[config.mk]
export PLATFORM = sky130hd
export DESIGN_NAME = rxr_ring_writer
export DESIGN_NICKNAME = d
export VERILOG_FILES = /design/src/rtl/rxr_pkg.sv /design/src/rtl/rxr_space.sv /design/src/rtl/rxr_next_pg.sv /design/src/rtl/rxr_wrap.sv /design/src/rtl/rxr_ring_writer.sv
export SDC_FILE = /design/constraint.sdc
export NUM_CORES = 1
export LEC_CHECK = 0
export CAP_MARGIN = 20
export CORE_UTILIZATION = 50
export CTS_CLUSTER_SIZE = 10
export DETAILED_ROUTE_END_ITERATION = 7
export PLACE_DENSITY_LB_ADDON = 0.08
export SLEW_MARGIN = 20
export SYNTH_ARGS = -nofsm -noshare
export SYNTH_HDL_FRONTEND = slang
export SYNTH_SLANG_ARGS = --single-unit
export TNS_END_PERCENT = 30
[constraint.sdc]
create_clock -name clk -period 6.3 [get_ports clk]
set_clock_uncertainty 0.05 [all_clocks]
set_input_delay 0.945 -clock clk [delete_from_list [all_inputs] [get_ports clk]]
set_output_delay 0.945 -clock clk [all_outputs]
set_load 0.05 [all_outputs]
[src/rtl/rxr_pkg.sv]
package rxr_pkg;
  typedef enum logic [2:0] {
    ST_IDLE,
    ST_DATA,
    ST_PAD,
    ST_HDR,
    ST_SETL
  } wr_state_e;

  localparam logic [7:0] STAT_OK        = 8'h01;
  localparam int         STAT_GROUP_BIT = 5;
  localparam int         HDR_BYTES      = 4;
  localparam int         CRC_BYTES      = 4;
endpackage

[src/rtl/rxr_space.sv]
module rxr_space #(
  parameter int PG_W       = 8,
  parameter int PAGE_BITS  = 8,
  parameter int NEED_BYTES = 1518
) (
  input  logic            clk,
  input  logic            rst,
  input  logic [PG_W-1:0] start_pg,
  input  logic [PG_W-1:0] stop_pg,
  input  logic [PG_W-1:0] bnd_pg,
  input  logic [PG_W-1:0] cur_pg,
  input  logic            halt,
  output logic            room_q
);
  localparam int SW      = PG_W + 2;
  localparam int NEED_PG = (NEED_BYTES + (1 << PAGE_BITS) - 1) >> PAGE_BITS;

  logic signed [SW-1:0] ring_pg, avail_pg;
  logic                 room_d;

  always_comb begin
    ring_pg = $signed({2'b00, stop_pg}) - $signed({2'b00, start_pg});
    if (cur_pg < bnd_pg)
      avail_pg = $signed({2'b00, bnd_pg}) - $signed({2'b00, cur_pg});
    else
      avail_pg = ring_pg - ($signed({2'b00, cur_pg}) - $signed({2'b00, bnd_pg}));
    room_d = !halt && (avail_pg >= $signed(SW'(NEED_PG)));
  end

  always_ff @(posedge clk) begin
    if (rst) room_q <= 1'b0;
    else     room_q <= room_d;
  end

  AST_HALT_BLOCKS: assert property (@(posedge clk) disable iff (rst)
    halt |=> !room_q);
endmodule

[src/rtl/rxr_next_pg.sv]
module rxr_next_pg #(
  parameter int PG_W      = 8,
  parameter int PAGE_BITS = 8,
  parameter int CNT_W     = 11,
  parameter int EXTRA     = 8
) (
  input  logic [PG_W-1:0]  base_pg,
  input  logic [PG_W-1:0]  start_pg,
  input  logic [PG_W-1:0]  stop_pg,
  input  logic [CNT_W-1:0] len,
  output logic [PG_W-1:0]  nxt_pg
);
  localparam int TW = CNT_W + 2;

  logic [TW-1:0]   tot;
  logic [PG_W:0]   pages, sum, ring;

  always_comb begin
    tot   = TW'(len) + TW'(EXTRA) + TW'((1 << PAGE_BITS) - 1);
    pages = (PG_W + 1)'(tot >> PAGE_BITS);
    sum   = {1'b0, base_pg} + pages;
    ring  = {1'b0, stop_pg} - {1'b0, start_pg};
    if (sum >= {1'b0, stop_pg}) sum = sum - ring;
    nxt_pg = sum[PG_W-1:0];
  end
endmodule

[src/rtl/rxr_wrap.sv]
module rxr_wrap #(
  parameter int PG_W      = 8,
  parameter int PAGE_BITS = 8,
  localparam int ADDR_W   = PG_W + PAGE_BITS
) (
  input  logic [ADDR_W-1:0] addr_in,
  input  logic [PG_W-1:0]   start_pg,
  input  logic [PG_W-1:0]   stop_pg,
  output logic [ADDR_W-1:0] addr_out
);
  logic [ADDR_W-1:0] inc;

  always_comb begin
    inc = addr_in + ADDR_W'(1);
    if (inc == {stop_pg, {PAGE_BITS{1'b0}}})
      addr_out = {start_pg, {PAGE_BITS{1'b0}}};
    else
      addr_out = inc;
  end
endmodule

[src/rtl/rxr_ring_writer.sv]
module rxr_ring_writer
  import rxr_pkg::*;
#(
  parameter int PG_W      = 8,
  parameter int PAGE_BITS = 8,
  parameter int MAX_FRAME = 1514,
  parameter int MIN_FRAME = 60,
  parameter int RESET_PG  = 0,
  localparam int ADDR_W   = PG_W + PAGE_BITS
) (
  input  logic              clk,
  input  logic              rst,
  input  logic [PG_W-1:0]   start_pg,
  input  logic [PG_W-1:0]   stop_pg,
  input  logic [PG_W-1:0]   bnd_pg,
  input  logic              halt,
  input  logic              cur_ld,
  input  logic [PG_W-1:0]   cur_ld_pg,
  input  logic              s_valid,
  input  logic [7:0]        s_data,
  input  logic              s_last,
  output logic              s_ready,
  output logic              mem_we,
  output logic [ADDR_W-1:0] mem_addr,
  output logic [7:0]        mem_wdata,
  output logic [PG_W-1:0]   cur_pg,
  output logic              rx_done
);
  localparam int CNT_W = $clog2(MAX_FRAME + 1);
  localparam int NEED  = MAX_FRAME + CRC_BYTES;

  wr_state_e         st;
  logic [PG_W-1:0]   base_pg, cur_pg_q, nxt_pg;
  logic [ADDR_W-1:0] wa, first_addr, step_in, step_out;
  logic [CNT_W-1:0]  cnt, cnt_inc;
  logic [1:0]        hidx;
  logic              grp, room_q, accept;
  logic [15:0]       stored_len;
  logic [7:0]        hdr_byte;

  rxr_space #(.PG_W(PG_W), .PAGE_BITS(PAGE_BITS), .NEED_BYTES(NEED)) u_space (
    .clk(clk), .rst(rst), .start_pg(start_pg), .stop_pg(stop_pg),
    .bnd_pg(bnd_pg), .cur_pg(cur_pg_q), .halt(halt), .room_q(room_q));

  rxr_next_pg #(.PG_W(PG_W), .PAGE_BITS(PAGE_BITS), .CNT_W(CNT_W),
                .EXTRA(HDR_BYTES + CRC_BYTES)) u_next (
    .base_pg(base_pg), .start_pg(start_pg), .stop_pg(stop_pg),
    .len(cnt), .nxt_pg(nxt_pg));

  rxr_wrap #(.PG_W(PG_W), .PAGE_BITS(PAGE_BITS)) u_wrap (
    .addr_in(step_in), .start_pg(start_pg), .stop_pg(stop_pg),
    .addr_out(step_out));

  assign s_ready    = (st == ST_DATA) || (st == ST_IDLE && room_q);
  assign accept     = s_valid && s_ready;
  assign first_addr = {cur_pg_q, PAGE_BITS'(HDR_BYTES)};
  assign step_in    = (st == ST_IDLE) ? first_addr : wa;
  assign cnt_inc    = cnt + CNT_W'(1);
  assign stored_len = 16'(cnt) + 16'(HDR_BYTES);
  assign cur_pg     = cur_pg_q;

  always_comb begin
    case (hidx)
      2'd0:    hdr_byte = STAT_OK | (8'(grp) << STAT_GROUP_BIT);
      2'd1:    hdr_byte = 8'(nxt_pg);
      2'd2:    hdr_byte = stored_len[7:0];
      default: hdr_byte = stored_len[15:8];
    endcase
  end

  always_ff @(posedge clk) begin
    if (rst) begin
      st        <= ST_IDLE;
      wa        <= '0;
      base_pg   <= '0;
      cnt       <= '0;
      grp       <= 1'b0;
      hidx      <= '0;
      cur_pg_q  <= PG_W'(RESET_PG);
      mem_we    <= 1'b0;
      mem_addr  <= '0;
      mem_wdata <= '0;
      rx_done   <= 1'b0;
    end else begin
      mem_we  <= 1'b0;
      rx_done <= 1'b0;
      case (st)
        ST_IDLE: begin
          if (cur_ld) cur_pg_q <= cur_ld_pg;
          if (accept) begin
            base_pg   <= cur_pg_q;
            mem_we    <= 1'b1;
            mem_addr  <= first_addr;
            mem_wdata <= s_data;
            wa        <= step_out;
            grp       <= s_data[0];
            cnt       <= CNT_W'(1);
            hidx      <= '0;
            if (s_last) st <= (MIN_FRAME > 1) ? ST_PAD : ST_HDR;
            else        st <= ST_DATA;
          end
        end
        ST_DATA: begin
          if (accept) begin
            mem_we    <= 1'b1;
            mem_addr  <= wa;
            mem_wdata <= s_data;
            wa        <= step_out;
            cnt       <= cnt_inc;
            if (s_last) st <= (cnt_inc < CNT_W'(MIN_FRAME)) ? ST_PAD : ST_HDR;
          end
        end
        ST_PAD: begin
          mem_we    <= 1'b1;
          mem_addr  <= wa;
          mem_wdata <= 8'h00;
          wa        <= step_out;
          cnt       <= cnt_inc;
          if (cnt_inc >= CNT_W'(MIN_FRAME)) st <= ST_HDR;
        end
        ST_HDR: begin
          mem_we    <= 1'b1;
          mem_addr  <= {base_pg, PAGE_BITS'(hidx)};
          mem_wdata <= hdr_byte;
          hidx      <= hidx + 2'd1;
          if (hidx == 2'd3) begin
            cur_pg_q <= nxt_pg;
            rx_done  <= 1'b1;
            st       <= ST_SETL;
          end
        end
        default: st <= ST_IDLE;
      endcase
    end
  end

  AST_PAD_ZERO: assert property (@(posedge clk) disable iff (rst)
    (st == ST_PAD) |=> (mem_we && mem_wdata == 8'h00));
  AST_PAYLOAD_IN_RING: assert property (@(posedge clk) disable iff (rst)
    (st == ST_DATA && accept) |=> (mem_addr >= {start_pg, {PAGE_BITS{1'b0}}} &&
                                   mem_addr <  {stop_pg,  {PAGE_BITS{1'b0}}}));
  AST_HDR_AFTER_PAD: assert property (@(posedge clk) disable iff (rst)
    (st == ST_HDR) |-> (cnt >= CNT_W'(MIN_FRAME)));
  AST_DONE_PULSE: assert property (@(posedge clk) disable iff (rst)
    rx_done |=> !rx_done);
  AST_DONE_AFTER_HDR: assert property (@(posedge clk) disable iff (rst)
    rx_done |-> $past(st == ST_HDR && hidx == 2'd3));
  AST_BUSY_NOT_READY: assert property (@(posedge clk) disable iff (rst)
    (s_valid && s_ready && s_last) |=> !s_ready);
endmodule

==> impl_metrics.yaml <==
outcome:
  status: "complete, no violations"
detailed_routing:
  drt_pass1_iterations: 5
  num_vias: 7300
  wl_per_cell_um: 18.75
  viasPerCell: 6.150
  drtIter0Drc: 698
  drt-total-wl_mm: 22.25
  antenna_left: 0
  drc: 0
power_and_ir_drop:
  switching_power_uw: 1284
  power_uw: 2695
  p_leak_uw: 0.003366
  power-per-cell-area_nw_per_um2: 321.0
  sw_frac_of_total_pct: 47.66
  p_int_uw: 1410
  ir_drop_uv: 198.3
  power_frac_seq_pct: 25.5
  clkPwrFrac_pct: 19.7
  combPwrFrac_pct: 54.9
setup_path:
  cpPeakStageDelay_ps: 550
  ff2ff_path_depth: 21
  crit_start: "cnt[3]$_SDFFE_PP0P_"
  path_cells: "ha_1 -> xor2_1 -> nor2_1 -> a22oi_1 -> nor2_1 -> xor2_1 -> ha_1 -> inv_1 -> fa_1 -> nor2b_1 -> o21ai_0 -> a21boi_0 -> o21ai_0 -> xnor2_1 -> fa_1 -> ha_1 -> a21oi_1 -> o21ai_0 -> xnor2_1 -> or3_1 -> a31o_2"
  cp.arrival_ps: 5530
  startpoint_type: "flop"
  r2r-end: "cur_pg[7]$_SDFFE_PP0P_"
  critPathRequiredTime_ps: 6500
  slowest_stage: "dfxtp_1"
  worstSetupPathType: "flop to flop"
  r2r-start: "cnt[3]$_SDFFE_PP0P_"
  cp-end-kind: "flop"
  cp_max_fo: 12
  crit_path_end: "cur_pg[7]$_SDFFE_PP0P_"
  r2r_setup_slack_ps: 970
clock_network:
  clk_pin_slew_ps: 70
  cts_tree: "done"
  clockBufferDepth: 2
  htreeDepth: 3
  cts_hold_buf: 0
  post_cts_resize_count: 0
  numClockSinks: 76
  worstSkewPairLatency_ps: 350
  cts_buffers: 9
  root_buffer: "clkbuf_16"
  post_cts_buffers: 0
synthesis:
  syn_inst: 966
  synth-edff-count: 0
  yosys_warnings: 0
  syn_nets: 1090
  ys_ff_latch: 76
  synth_top_family_by_area: "simple AND/OR/NAND/NOR gates"
  synth-xor-area-share_pct: 7.645
  synth_ff_type: "dfxtp_1"
  synthDistinctLibCells: 75
  syn_area_um2: 7283
  synth-simple-area-share_pct: 24.34
  synth-async-reset-ratio_pct: 0
  synthAdderAreaFrac_pct: 14.64
  synthMuxAreaShare_pct: 1.237
  synth_compound_area_share_pct: 23.83
  ys_seq_area_share_pct: 20.89
  avgSynthCellArea_um2: 7.540
global_route:
  grt-ovfl-total: 0
  grt_busiest_layer: "met2"
  grt_util_met1_pct: 43.01
  antenna_found_initial: 0
  grt_pass1_vias: 6360
  grt_max_degree: 56
  grt_use_total_pct: 30.07
  grt.met3_usage_pct: 5.994
  grt_pass1_wl_mm: 34.31
  grtUsageMet2_pct: 45.86
hold_path:
  min_path_type: "flop to flop"
timing:
  post-route-worst-setup-slack_ps: 971.5
  finalSetupViolCount: 0
  tns_ps: 0
  slew-limit-headroom_pct: 26.19
  timing.final.crit_share_pct: 84.58
  hold_violations: 0
  rsz0062_at_grt: "no"
  drv_slew: 0
  max_freq_mhz: 187.7
  fin_crit_ps: 5328
  worst_slew_pin_slew_ps: 1107
flow_run:
  maxCapViolations: 0
final_layout:
  layout_common_cells: "a21oi_1 (90), nand2_1 (86), clkdlybuf4s50_1 (79), dfxtp_1 (76), inv_1 (72)"
  fin_nets: 1126
  drive_gt1_share_pct: 4.171
  n_antenna_cell: 0
  area_growth_pct: 15.27
  final_area_um2: 8396
  layout_commonest_cell: "a21oi_1"
floorplan:
  die_h_um: 122.7
  core_area_um2: 14040
  rows: 43
  die_w_um: 122.7
  start_util_pct: 51.87
  ioPinCount: 81
  die-area_um2: 15050
place:
  portBuffers: 80
  place_area_um2: 8094
  gp_congestion: 0.9332
  detailed_place_hpwl_mm: 16.53
  pre_cts_slack_ps: 1059
-- flip-flops by register name (all words and copies together), names as in the netlist --
signal          count
cnt                11
rx_done             1
wa                 16
u_space.room_q      1
cur_pg              8
st                  3
base_pg             8
grp                 1
mem_wdata           8
mem_we              1
hidx                2
mem_addr           16
-- critical path, delay by kind of cell, from the launching register on --
kind            cells  cell delay (ps)
buf+inv             1               60
xor+xnor            4              870
compound gates      7             1280
simple gates        4              660
fa+ha+maj           5             1780
flops               1              550
-- per-layer routing --
metal | up-vias | wire, um
met5 | - | 0
met4 | 0 | 306
met3 | 24 | 1640
met2 | 255 | 9877
met1 | 3481 | 10430
li1 | 3540 | -
-- through the flow --
step | util [%] | hold WS [ps] | instances
6_report | 59.79 | 399.8 | 1187
5_1_grt | 59.79 | 414.0 | 1187
4_1_cts | 59.73 | 403.4 | 1186
3_5_place_dp | 57.64 | 395.0 | 1170
3_3_place_gp | 57.64 | 390.2 | 1170
2_1_floorplan | - | 386.0 | 966
-- power by group through the flow --
stage / Combinational (uW) / Sequential [uW] / Clock (uW)
2_1_floorplan: 952 / 792 / 0
3_3_place_gp: 1450 / 692 / 0
3_5_place_dp: 1450 / 691 / 0
4_1_cts: 1460 / 681 / 540
5_1_grt: 1600 / 693 / 557
6_report: 1480 / 686 / 531
-- cell families after synthesis --
kind of cell	count (synthesis)
compound gates	264
xor+xnor	62
fa+ha+maj	78
buf+inv	136
flops	76
mux	9
simple gates	341
-- how the worst min path moves through the flow --
| stage | from | to | slack, ps | depth (start not counted) |
|---|---|---|---|---|
| after floorplan | grp$_SDFFE_PP0P_ | grp$_SDFFE_PP0P_ | 390 | 2 |
| after global routing | mem_addr[9]$_SDFFE_PP0P_ | mem_addr[9]$_SDFFE_PP0P_ | 410 | 2 |
| after CTS | mem_addr[15]$_SDFFE_PP0P_ | mem_addr[15]$_SDFFE_PP0P_ | 400 | 2 |
| after global placement | mem_addr[9]$_SDFFE_PP0P_ | mem_addr[9]$_SDFFE_PP0P_ | 390 | 2 |
| after detailed placement | mem_addr[15]$_SDFFE_PP0P_ | mem_addr[15]$_SDFFE_PP0P_ | 400 | 2 |
| final | mem_addr[15]$_SDFFE_PP0P_ | mem_addr[15]$_SDFFE_PP0P_ | 400 | 2 |
-- cells in the mapped netlist (5+ instances only) --
master,n,area share (%)
a211oi_1,14,1.4
a21o_1,16,1.6
a21oi_1,91,6.3
a221oi_1,7,0.84
a22oi_1,5,0.52
a31oi_1,10,0.86
and2_1,5,0.43
and3_1,14,1.2
and4_1,6,0.72
buf_2,8,0.55
clkbuf_1,48,2.5
dfxtp_1,76,21
fa_1,12,3.3
ha_1,66,11
inv_1,72,3.7
mux2i_1,9,1.2
nand2_1,86,4.4
nand2b_1,5,0.43
nand3_1,44,3.0
nand3b_1,6,0.62
nand4_1,19,1.6
nor2_1,71,3.7
nor2b_1,11,0.94
nor3_1,24,1.6
nor4_1,6,0.52
o211ai_1,5,0.52
o21a_1,7,0.72
o21ai_0,42,2.9
o21bai_1,9,0.93
o221ai_1,10,1.2
o22a_1,8,0.96
or3_1,22,1.9
xnor2_1,37,4.4
xor2_1,24,2.9
-- area by class of cell --
class	count	area [um^2]
clock buffers	10	229.0
clock inverters	6	65.06
fillers	1346	5647
inverters	73	274.0
multi-input cells	754	5225
flip-flops and latches	76	1521
well taps	180	225.2
repair buffers	88	855.8
No activity file was read; power rests on OpenSTA's default activity.
